==> src/rtl/qenc_counter.sv <==
module qenc_counter #(
  parameter int W  = 16,
  parameter int AW = 3
) (
  input  logic          clk,
  input  logic          rst_n,
  input  logic          enc_a,
  input  logic          enc_b,
  input  logic          bus_wr,
  input  logic [AW-1:0] bus_addr,
  input  logic [W-1:0]  bus_wdata,
  output logic [W-1:0]  bus_rdata
);
  localparam logic [AW-1:0] A_CTRL = AW'(0);
  localparam logic [AW-1:0] A_CFG  = AW'(1);
  localparam logic [AW-1:0] A_CEIL = AW'(2);
  localparam logic [AW-1:0] A_CMP  = AW'(3);
  localparam logic [AW-1:0] A_CNT  = AW'(4);
  localparam logic [AW-1:0] A_STAT = AW'(5);
  localparam logic [AW-1:0] A_CLR  = AW'(6);

  logic         en_q, start_q, mode_q;
  logic [1:0]   edge_q;
  logic [W-1:0] ceil_q, cmp_q, cnt_q;
  logic         ceil_ok_q, cmp_ok_q, wrap_q;
  logic [1:0]   ceil_p, cmp_p;
  logic [2:0]   a_sh, b_sh;

  wire wr_ctrl = bus_wr && bus_addr == A_CTRL;
  wire wr_cfg  = bus_wr && bus_addr == A_CFG && !en_q;
  wire wr_ceil = bus_wr && bus_addr == A_CEIL && en_q;
  wire wr_cmp  = bus_wr && bus_addr == A_CMP && en_q;
  wire wr_clr  = bus_wr && bus_addr == A_CLR;
  wire run     = en_q && start_q;

  wire a_now = a_sh[1];
  wire b_now = b_sh[1];
  wire a_chg = a_sh[1] ^ a_sh[2];
  wire b_chg = b_sh[1] ^ b_sh[2];
  wire take_rise = edge_q != 2'd1;
  wire take_fall = edge_q != 2'd0;
  wire a_act = a_chg && (a_now ? take_rise : take_fall);
  wire b_act = b_chg && (b_now ? take_rise : take_fall);

  logic step, up;
  always_comb begin
    step = 1'b0;
    up   = 1'b1;
    if (!mode_q) begin
      step = a_act;
    end else if (!(a_chg && b_chg)) begin
      if (a_act) begin
        step = 1'b1;
        up   = a_now ^ b_now;
      end else if (b_act) begin
        step = 1'b1;
        up   = ~(a_now ^ b_now);
      end
    end
  end

  wire          wrap_up = up && cnt_q >= ceil_q;
  wire          wrap_dn = !up && cnt_q == '0;
  wire          wrap_ev = run && step && (wrap_up || wrap_dn);
  wire [W-1:0]  cnt_nx  = up ? (wrap_up ? '0 : cnt_q + 1'b1)
                             : (wrap_dn ? ceil_q : cnt_q - 1'b1);

  always_ff @(posedge clk or negedge rst_n) begin
    if (!rst_n) begin
      a_sh <= '0;
      b_sh <= '0;
    end else begin
      a_sh <= {a_sh[1:0], enc_a};
      b_sh <= {b_sh[1:0], enc_b};
    end
  end

  always_ff @(posedge clk or negedge rst_n) begin
    if (!rst_n) begin
      en_q    <= 1'b0;
      start_q <= 1'b0;
      mode_q  <= 1'b0;
      edge_q  <= 2'd0;
      ceil_q  <= '1;
      cmp_q   <= '0;
    end else begin
      if (wr_ctrl) begin
        en_q    <= bus_wdata[0];
        start_q <= bus_wdata[0] && (start_q || (en_q && bus_wdata[1]));
      end
      if (wr_cfg) begin
        mode_q <= bus_wdata[0];
        edge_q <= bus_wdata[2:1];
      end
      if (wr_ceil) ceil_q <= bus_wdata;
      if (wr_cmp)  cmp_q  <= bus_wdata;
    end
  end

  always_ff @(posedge clk or negedge rst_n) begin
    if (!rst_n) begin
      cnt_q <= '0;
    end else if (run && step) begin
      cnt_q <= cnt_nx;
    end
  end

  always_ff @(posedge clk or negedge rst_n) begin
    if (!rst_n) begin
      ceil_p    <= '0;
      cmp_p     <= '0;
      ceil_ok_q <= 1'b0;
      cmp_ok_q  <= 1'b0;
      wrap_q    <= 1'b0;
    end else begin
      ceil_p    <= {ceil_p[0], wr_ceil};
      cmp_p     <= {cmp_p[0], wr_cmp};
      ceil_ok_q <= ceil_p[1] || (ceil_ok_q && !(wr_clr && bus_wdata[0]));
      cmp_ok_q  <= cmp_p[1]  || (cmp_ok_q  && !(wr_clr && bus_wdata[1]));
      wrap_q    <= wrap_ev   || (wrap_q    && !(wr_clr && bus_wdata[2]));
    end
  end

  always_comb begin
    bus_rdata = '0;
    case (bus_addr)
      A_CTRL: bus_rdata[1:0] = {start_q, en_q};
      A_CFG:  bus_rdata[2:0] = {edge_q, mode_q};
      A_CEIL: bus_rdata      = ceil_q;
      A_CMP:  bus_rdata      = cmp_q;
      A_CNT:  bus_rdata      = cnt_q;
      A_STAT: bus_rdata[2:0] = {wrap_q, cmp_ok_q, ceil_ok_q};
      default: bus_rdata     = '0;
    endcase
  end
endmodule


==> config.mk <==
export PLATFORM = sky130hd
export DESIGN_NAME = qenc_counter
export DESIGN_NICKNAME = d
export VERILOG_FILES = /design/src/rtl/qenc_counter.sv
export SDC_FILE = /design/constraint.sdc
export NUM_CORES = 1
export LEC_CHECK = 0
export BUFFER_PORTS_ARGS = -buffer_cell sky130_fd_sc_hd__buf_2
export CAP_MARGIN = 20
export CORE_MARGIN = 2
export CORE_UTILIZATION = 50
export DETAILED_ROUTE_END_ITERATION = 10
export GPL_ROUTABILITY_DRIVEN = 0
export GPL_TIMING_DRIVEN = 0
export MAX_ROUTING_LAYER = met4
export PLACE_DENSITY = 0.69
export SETUP_SLACK_MARGIN = 0.2
export SKIP_CTS_REPAIR_TIMING = 1
export SLEW_MARGIN = 15
export SYNTH_ARGS = -nofsm -noshare
export SYNTH_HDL_FRONTEND = slang
export SYNTH_SLANG_ARGS = --single-unit
==> constraint.sdc <==
create_clock -name clk -period 7.2 [get_ports clk]
set_input_delay 0.72 -clock clk [delete_from_list [all_inputs] [get_ports clk]]
set_output_delay 0.72 -clock clk [all_outputs]
set_load 0.1 [all_outputs]
==> metrics.yaml, run 1 <==
timing:
  tightest_slew_ps: 832
  slew_headroom_pct: 44.6
  fin_crit_sh_pct: 46.7
  rsz0062_at_grt: "no"
  slew_viol_final: 0
  setup_viol: 0
  max_clock_freq_mhz: 297
  finalClockSkew_ps: 8.85
  finalHoldViolCount: 0
  setup_tns_ps: 0
  fin_crit_ps: 3360
global_routing:
  antenna_found_initial: 0
  grt_usage_pct: 26.7
  grt_pass1_wl_mm: 17.8
  grt_max_degree: 35
  grt_pass1_vias: 3473
  grt_overflow: 0
layout:
  drive_gt1_share_pct: 20.5
  final_cell_mix: "nand2_1 (56), o21ai_0 (53), dfrtp_1 (50)"
  n_fill_cell: 732
  antenna_cells: 0
  finalNetCount: 555
  final_common_cell: "nand2_1"
  synthToLayoutAreaGrowth_pct: 14.1
pwr:
  power.switching_uw: 874
  ir_worst_vdd_v: 0.000212
  seqPwrFrac_pct: 31.9
  combPwrFrac_pct: 48.3
  switching_share_pct: 44.2
  p_total_uw: 1980
  power.density_nw_per_um2: 414
  power.share.clock_pct: 19.9
  power.internal_uw: 1100
  p_leak_uw: 0.00214
synthesis:
  syn_nets: 506
  yosysWarnings: 0
  syn-instance-count: 463
  async_reset_ff_share_pct: 100
  synth_edf_count: 0
  netlist_area_um2: 4180
  synth_cell_types: 56
  synth_flop_cell: "dfrtp_1"
  synth_area_per_cell_um2: 9.03
  ys_ff_latch: 66
  yosysSeqAreaShare_pct: 40.0
clock_tree:
  htreeDepth: 3
  clkTransAtPathRegs_ps: 80
  cts_buffers: 9
  worstSkewPairLatency_ps: 360
  cts_root_buf: "clkbuf_8"
  cts_tree: "built"
  clock-sinks: 66
  cts_max_path_buffers: 2
drt:
  wl_mm: 11.1
  wl_per_cell_um: 17.8
  drt_iter0_markers: 302
  ant_nets: 0
  firstDrtPassIters: 5
  via_per_inst: 6.03
  drc_errors: 0
  vias: 3750
placed_design:
  dpl.hpwl_mm: 8.13
  io_buffers: 37
die:
  fp.dieW_um: 95.5
  ioPinCount: 40
  rows: 33
  coreArea_um2: 8180
  start_util_pct: 51.2
  fp.dieArea_um2: 9110
  die_h_um: 95.5
flow_run:
  maxCapViolCount: 0
worst_hold_path:
  hold_path.class: "in2async"
outcome:
  status: "completed"
setup_path:
  end_kind: "output port"
  worstPathRequired_ps: 6480
  cp-start-kind: "input pin"
  crit_arrival_ps: 2640
  critPathKind: "in2out"
  crit_fanout: 10
-- Yosys cell counts, drive strengths merged, types with 10 or more instances --
| cell type | instances | share of area (%) |
|---|---|---|
| a21oi | 17 | 2.0 |
| clkbuf | 21 | 1.9 |
| dfrtp | 50 | 30 |
| dfstp | 16 | 10 |
| ha | 19 | 5.7 |
| inv | 28 | 2.5 |
| mux2 | 20 | 5.4 |
| mux2i | 16 | 3.8 |
| nand2 | 56 | 5.0 |
| nand3 | 15 | 1.8 |
| nor2 | 24 | 2.2 |
| o211ai | 13 | 2.3 |
| o21ai | 54 | 6.5 |
| o311ai | 10 | 2.1 |
-- power groups by stage --
stage | logic (µW) | registers (µW) | clock network [µW]
finish | 954 | 630 | 393
CTS | 942 | 626 | 398
detailed placement | 935 | 632 | 0
global placement | 918 | 628 | 0
global route | 1060 | 644 | 415
floorplan | 760 | 588 | 0
-- layout make-up --
type	instances	area [µm²]	area share, %
Multi-Input combinational cell	339	2280	47.9
Sequential cell	66	1670	35.0
Timing Repair Buffer	38	208	4.35
Tap cell	105	131	2.75
Clock inverter	7	125	2.62
Clock buffer	9	124	2.60
Buffer	30	121	2.54
Inverter	28	105	2.20
-- worst paths after layout --
| check | startpoint | depth (start not counted) | endpoint | slack [ps] |
|---|---|---|---|---|
| max in group asynchronous | rst_n | 2 | ceil_q[10]$_DFFE_PN1P_ | 6310 |
| hold reg to reg | a_sh[0]$_DFF_PN0_ | 0 | a_sh[1]$_DFF_PN0_ | 350 |
| min in group clk | a_sh[0]$_DFF_PN0_ | 0 | a_sh[1]$_DFF_PN0_ | 350 |
| setup / recovery | bus_addr[1] | 8 | bus_rdata[7] | 3840 |
| setup reg to reg | cnt_q[0]$_DFFE_PN0P_ | 9 | cnt_q[10]$_DFFE_PN0P_ | 4120 |
| hold / removal | rst_n | 1 | cmp_q[15]$_DFFE_PN0P_ | 300 |
-- per-layer routing --
layer | up-vias | GRT usage, % | routed length, µm
met5 | - | - | 0
met4 | 0 | 7.74 | 165
met3 | 17 | 6.01 | 698
met2 | 137 | 39.7 | 5070
met1 | 1837 | 36.7 | 5130
li1 | 1759 | - | -
-- sequential cells by signal, summed over array words and instances, names as in the netlist, 2 cells and up --
signal and cells:
a_sh 3, b_sh 3, ceil_p 2, ceil_q 16, cmp_p 2, cmp_q 16
cnt_q 16, edge_q 2
-- metrics by stage --
| step | cell area [µm²] | util (%) | worst slack (ps) | instances | hold slack, ps |
|---|---|---|---|---|---|
| after floorplan | 4180 | - | 2760 | 463 | 331 |
| after global placement | 4500 | 55.0 | 3890 | 605 | 332 |
| after detailed placement | 4520 | 55.3 | 3870 | 606 | 336 |
| after CTS | 4770 | 58.4 | 3860 | 622 | 308 |
| after global routing | 4770 | 58.4 | 3650 | 622 | 317 |
| final | 4770 | 58.4 | 3840 | 622 | 298 |
-- cells by family (layout without fill, tap and decap cells) --
group	count (synthesis)	after routing	synth area share (%)
buffers and inverters	58	112	5.41
AOI/OAI and AO/OA	119	119	17.8
xor gates and xnor gates	14	14	2.93
adders and majority gates	19	19	5.68
muxes	37	37	9.75
and+or+nand+nor	150	150	18.4
DFF	66	66	40.0
-- critical path: stages --
cell	delay, ps
buf_2	110
clkbuf_1	190
nand2b_1	200
nor2_1	310
clkbuf_1	430
nand2_1	110
o21ai_0	110
buf_2	460
(Power assumes the default switching activity.)
==> run 2, diff against run 1 <==
Clock period 7.2 ns to 3.4 ns, I/O delays scaled along.
==> run 2 against run 1 <==
- register-to-register slack got worse by 3800 ps
- sequential share of layout area up 0.17 points
- critical path depth increased by 1
- critical path type is now reg2reg
==> metrics.yaml, run 2 (synthesis results as in run 1) <==
layout:
  seq_area_um2: 1670
  drive_gt1_share_pct: 20.5
  top_regs: "ceil_q: 16 flops, cmp_q: 16 flops, cnt_q: 16 flops"
  final_common_cell: "nand2_1"
  final_cell_mix: "nand2_1 (56), dfrtp_1 (50), buf_2 (41)"
  antenna_cells: 0
  multi_input_area_um2: 2300
  finalNetCount: 556
  n_fill_cell: 753
  synthToLayoutAreaGrowth_pct: 13.5
timing:
  finalClockSkew_ps: 11.8
  layout_setup_ws_ps: 343
  slew_viol_final: 0
  max_clock_freq_mhz: 327
  setup_tns_ps: 0
  rsz0062_at_grt: "no"
  slew_headroom_pct: 49.5
  fin_crit_sh_pct: 89.9
  tightest_slew_ps: 758
  setup_viol: 0
  fin_crit_ps: 3060
  finalHoldViolCount: 0
drt:
  firstDrtPassIters: 7
  wl_per_cell_um: 17.6
  drt_iter0_markers: 422
  drc_errors: 0
  wl_mm: 11.0
  ant_nets: 0
  vias: 3746
  via_per_inst: 6.01
clock_tree:
  cts_buffers: 9
  cts_root_buf: "clkbuf_8"
  cts_tree: "built"
  htreeDepth: 3
  worstSkewPairLatency_ps: 350
  clkTransAtPathRegs_ps: 80
  clock-sinks: 66
  cts_max_path_buffers: 2
worst_hold_path:
  min_from: "enc_b"
  min_path_cells: 1
  hold_path.class: "in2reg"
die:
  coreArea_um2: 8180
  die_h_um: 95.5
  start_util_pct: 51.2
  rows: 33
  ioPinCount: 40
  fp.dieArea_um2: 9110
  fp.dieW_um: 95.5
setup_path:
  timing.rr.start: "cnt_q[0]$_DFFE_PN0P_"
  critPathLaunch: "cnt_q[0]$_DFFE_PN0P_"
  end_kind: "flop"
  cp.depth: 9
  cp-start-kind: "flop"
  crit_path_cell_trace: "inv_1, ha_1, nand2b_1, a2111oi_0, or4b_4, nand4b_4, or2_1, clkbuf_4, o311ai_1"
  cp_slowest_cell: "dfrtp_1"
  crit_buf_inv: 2
  critPathKind: "reg2reg"
  ff2ff_path_depth: 9
  crit_path_max_incr_delay_ps: 490
  crit_arrival_ps: 3280
  worstPathRequired_ps: 3620
  crit_fanout: 10
  cp_top_family: "simple AND/OR/NAND/NOR gates"
global_routing:
  met2_usage_pct: 38.8
  grt_max_degree: 35
  grt_pass1_wl_mm: 18.2
  grt-busiest-layer: "met2"
  grt.met3_usage_pct: 3.56
  grt_util_met1_pct: 38.8
  grt_usage_pct: 26.9
  grt_pass1_vias: 3569
  grt_overflow: 0
  antenna_found_initial: 0
pwr:
  p_leak_uw: 0.00213
  p_total_uw: 4070
  power.density_nw_per_um2: 857
  ir_worst_vdd_v: 0.000477
placed_design:
  dpl.hpwl_mm: 8.16
  io_buffers: 37
  place_ws_ps: 202
flow_run:
  maxCapViolCount: 0
outcome:
  status: "completed"
[run 2: changes by cell type in the layout (fill, tap and decap cells not counted), moves of 2 or more]
cell,before,now
clkbuf_1,21,23
o21ai_1,1,15
o21ai_0,53,39
clkbuf_4,0,2
bufinv_16,3,1
buf_2,43,41
clkinv_4,3,1
[run 2: area by class of cell]
cell class                      instances  area share [%]
Timing Repair Buffer                   39            4.58
Clock inverter                          4            1.08
Sequential cell                        66            35.2
Multi-Input combinational cell        339            48.4
Buffer                                 30            2.66
Clock buffer                           12            3.06
Tap cell                              105            2.77
Inverter                               28            2.21
[run 2: path summary, 6_finish.rpt]
kind                                     endpoint  slack (ps)
min reg2reg                     a_sh[1]$_DFF_PN0_         350
max in group asynchronous  ceil_q[14]$_DFFE_PN1P_        2320
min                             b_sh[0]$_DFF_PN0_         100
min in group asynchronous    cnt_q[6]$_DFFE_PN0P_         490
max                          cnt_q[3]$_DFFE_PN0P_         340
max reg2reg                  cnt_q[3]$_DFFE_PN0P_         340
[run 2: through the flow]
stage               hold WS (ps)  utilization, %  cell area [µm²]  cells
finish                       104            58.1             4750    623
global route                91.8            58.1             4750    623
CTS                        -55.1            57.7             4720    622
detailed placement           317            55.3             4520    606
global placement             332            55.0             4500    605
floorplan                   44.4               -             4180    463
[run 2: where the power goes]
group          switching [µW]  internal (µW)  leakage, µW
registers                 249           1090     0.000799
logic                    1290            764      0.00123
clock network             313            360    0.0000966
[run 2: per-layer routing]
metal | part of all wire [%] | up-vias
li1 | - | 1763
met1 | 47 | 1808
met2 | 45 | 156
met3 | 5.6 | 19
met4 | 2.0 | 0
met5 | 0 | -
==> run 3, diff against run 2 <==
Settings changed: CELL_PAD_IN_SITES_DETAIL_PLACEMENT set to 0, CELL_PAD_IN_SITES_GLOBAL_PLACEMENT set to 1, CORE_MARGIN 2 to unset, CORE_UTILIZATION 50 to 46, CTS_BUF_LIST set to sky130_fd_sc_hd__clkbuf_16, PLACE_DENSITY 0.69 to unset, PLACE_DENSITY_LB_ADDON set to 0.1.
==> run 3 against run 2 <==
- sequential power barely moved
- first-iteration DRC count shrank 50%
- total power up 4.8%
- utilization shrank 3.0 points
- clock-buffer cell count fell by 3
- fmax up 2.6%
- setup slack improved by 76 ps
- critical path type unchanged
- critical endpoint is now cnt_q[10]$_DFFE_PN0P_
- largest power group unchanged
- highest routed layer unchanged
==> metrics.yaml, run 3 (synthesis results as in run 1) <==
drt:
  vias: 3694
  drc_errors: 0
  wl_per_cell_um: 19.3
  ant_nets: 0
  wl_mm: 12.1
  via_per_inst: 5.90
  firstDrtPassIters: 4
  drt_iter0_markers: 209
outcome:
  status: "completed"
global_routing:
  grt_pass1_vias: 3633
  antenna_found_initial: 0
  grt_usage_pct: 27.5
  grt_pass1_wl_mm: 19.7
  grt_overflow: 0
  grt_max_degree: 45
timing:
  slew_viol_final: 0
  rsz0062_at_grt: "no"
  setup_tns_ps: 0
  max_clock_freq_mhz: 335
  finalClockSkew_ps: 10.0
  setup_viol: 0
  fin_crit_sh_pct: 87.7
  slew_headroom_pct: 44.4
  fin_crit_ps: 2980
  tightest_slew_ps: 833
  finalHoldViolCount: 0
die:
  start_util_pct: 47.7
  rows: 34
  coreArea_um2: 8760
  fp.dieArea_um2: 9480
  fp.dieW_um: 97.4
  ioPinCount: 40
  die_h_um: 97.4
setup_path:
  worstPathRequired_ps: 3620
  crit_fanout: 10
  crit_path_cell_trace: "inv_1, ha_1, nand2b_1, a2111oi_1, or4b_1, nand4b_4, or2_1, buf_2, o311ai_1"
  rrSetupSlack_ps: 420
  critPathKind: "reg2reg"
  crit_path_max_incr_delay_ps: 470
  timing.rr.start: "cnt_q[0]$_DFFE_PN0P_"
  cp-start-kind: "flop"
  cp_slowest_cell: "a2111oi_1"
  ff2ff_path_depth: 9
  crit_buf_inv: 2
  crit_arrival_ps: 3200
  cp_top_family: "simple AND/OR/NAND/NOR gates"
  end_kind: "flop"
  r2r_end: "cnt_q[10]$_DFFE_PN0P_"
layout:
  n_fill_cell: 852
  top_regs: "ceil_q: 16 flops, cmp_q: 16 flops, cnt_q: 16 flops"
  final_util_pct: 55.0
  final_cell_mix: "nand2_1 (56), dfrtp_1 (50), buf_2 (43)"
  finalNetCount: 556
  synthToLayoutAreaGrowth_pct: 15.3
  final_area_um2: 4820
  drive_gt1_share_pct: 20.5
  antenna_cells: 0
  final_common_cell: "nand2_1"
pwr:
  switching_share_pct: 44.9
  power.internal_uw: 2350
  p_total_uw: 4260
  power.density_nw_per_um2: 884
  power.share.clock_pct: 20.6
  seqPwrFrac_pct: 31.4
  ir_worst_vdd_v: 0.000374
  combPwrFrac_pct: 48.0
  p_leak_uw: 0.00215
  power.switching_uw: 1910
clock_tree:
  cts_root_buf: "clkbuf_16"
  htreeDepth: 3
  cts_tree: "built"
  cts_max_path_buffers: 2
  worstSkewPairLatency_ps: 330
  clkTransAtPathRegs_ps: 60
  clock-sinks: 66
  cts_buffers: 9
placed_design:
  placed_area_um2: 4530
  io_buffers: 37
  dpl.hpwl_mm: 8.91
worst_hold_path:
  min_path_cells: 1
  hold_path_end: "b_sh[0]$_DFF_PN0_"
  hold_path.class: "in2reg"
  min_from: "enc_b"
flow_run:
  maxCapViolCount: 0
## run 3: worst max-delay path by stage
stage                                start                     to  cells after the start
finish                cnt_q[0]$_DFFE_PN0P_  cnt_q[10]$_DFFE_PN0P_                      9
global route        ceil_q[15]$_DFFE_PN1P_  cnt_q[15]$_DFFE_PN0P_                     10
CTS                   cnt_q[0]$_DFFE_PN0P_  cnt_q[10]$_DFFE_PN0P_                      9
detailed placement    cnt_q[0]$_DFFE_PN0P_  cnt_q[10]$_DFFE_PN0P_                      9
global placement      cnt_q[0]$_DFFE_PN0P_  cnt_q[10]$_DFFE_PN0P_                      9
floorplan                      bus_addr[0]           bus_rdata[1]                      4
## run 3: metal layers
layer,GRT usage [%],wire (µm)
met5,-,0
met4,7.81,159
met3,3.45,506
met2,44.9,5830
met1,36.3,5610
## run 3: cell type report
type                       count  area (µm²)  share of cell area, %
clock inverter                 7        53.8                   1.12
timing repair buffer          39         225                   4.67
sequential                    66        1670                   34.7
buffer                        30         121                   2.52
clock buffer                   9         225                   4.67
inverter                      28         105                   2.18
multi-input combinational    339        2290                   47.4
tap                          108         135                   2.80
## run 3: through the flow
step                      instances  hold WS (ps)  setup slack, ps
after floorplan                 463          44.4              325
after global routing            626           115              239
after CTS                       625         -66.6              337
after global placement          608           332              439
final                           626           115              419
after detailed placement        609           278              382
## run 3: power by group through the flow
stage	clock (µW)	combinational [µW]	sequential, µW
2_1_floorplan	0	1620	1240
3_3_place_gp	0	1980	1340
3_5_place_dp	0	2010	1350
4_1_cts	884	2020	1340
5_1_grt	926	2260	1370
6_report	878	2050	1340
## run 3: worst register-to-register path, stage by stage (launching register included)
cell	delay, ps
dfrtp_1	430
inv_1	220
ha_1	270
nand2b_1	140
a2111oi_1	470
or4b_1	250
nand4b_4	190
or2_1	330
buf_2	240
o311ai_1	320
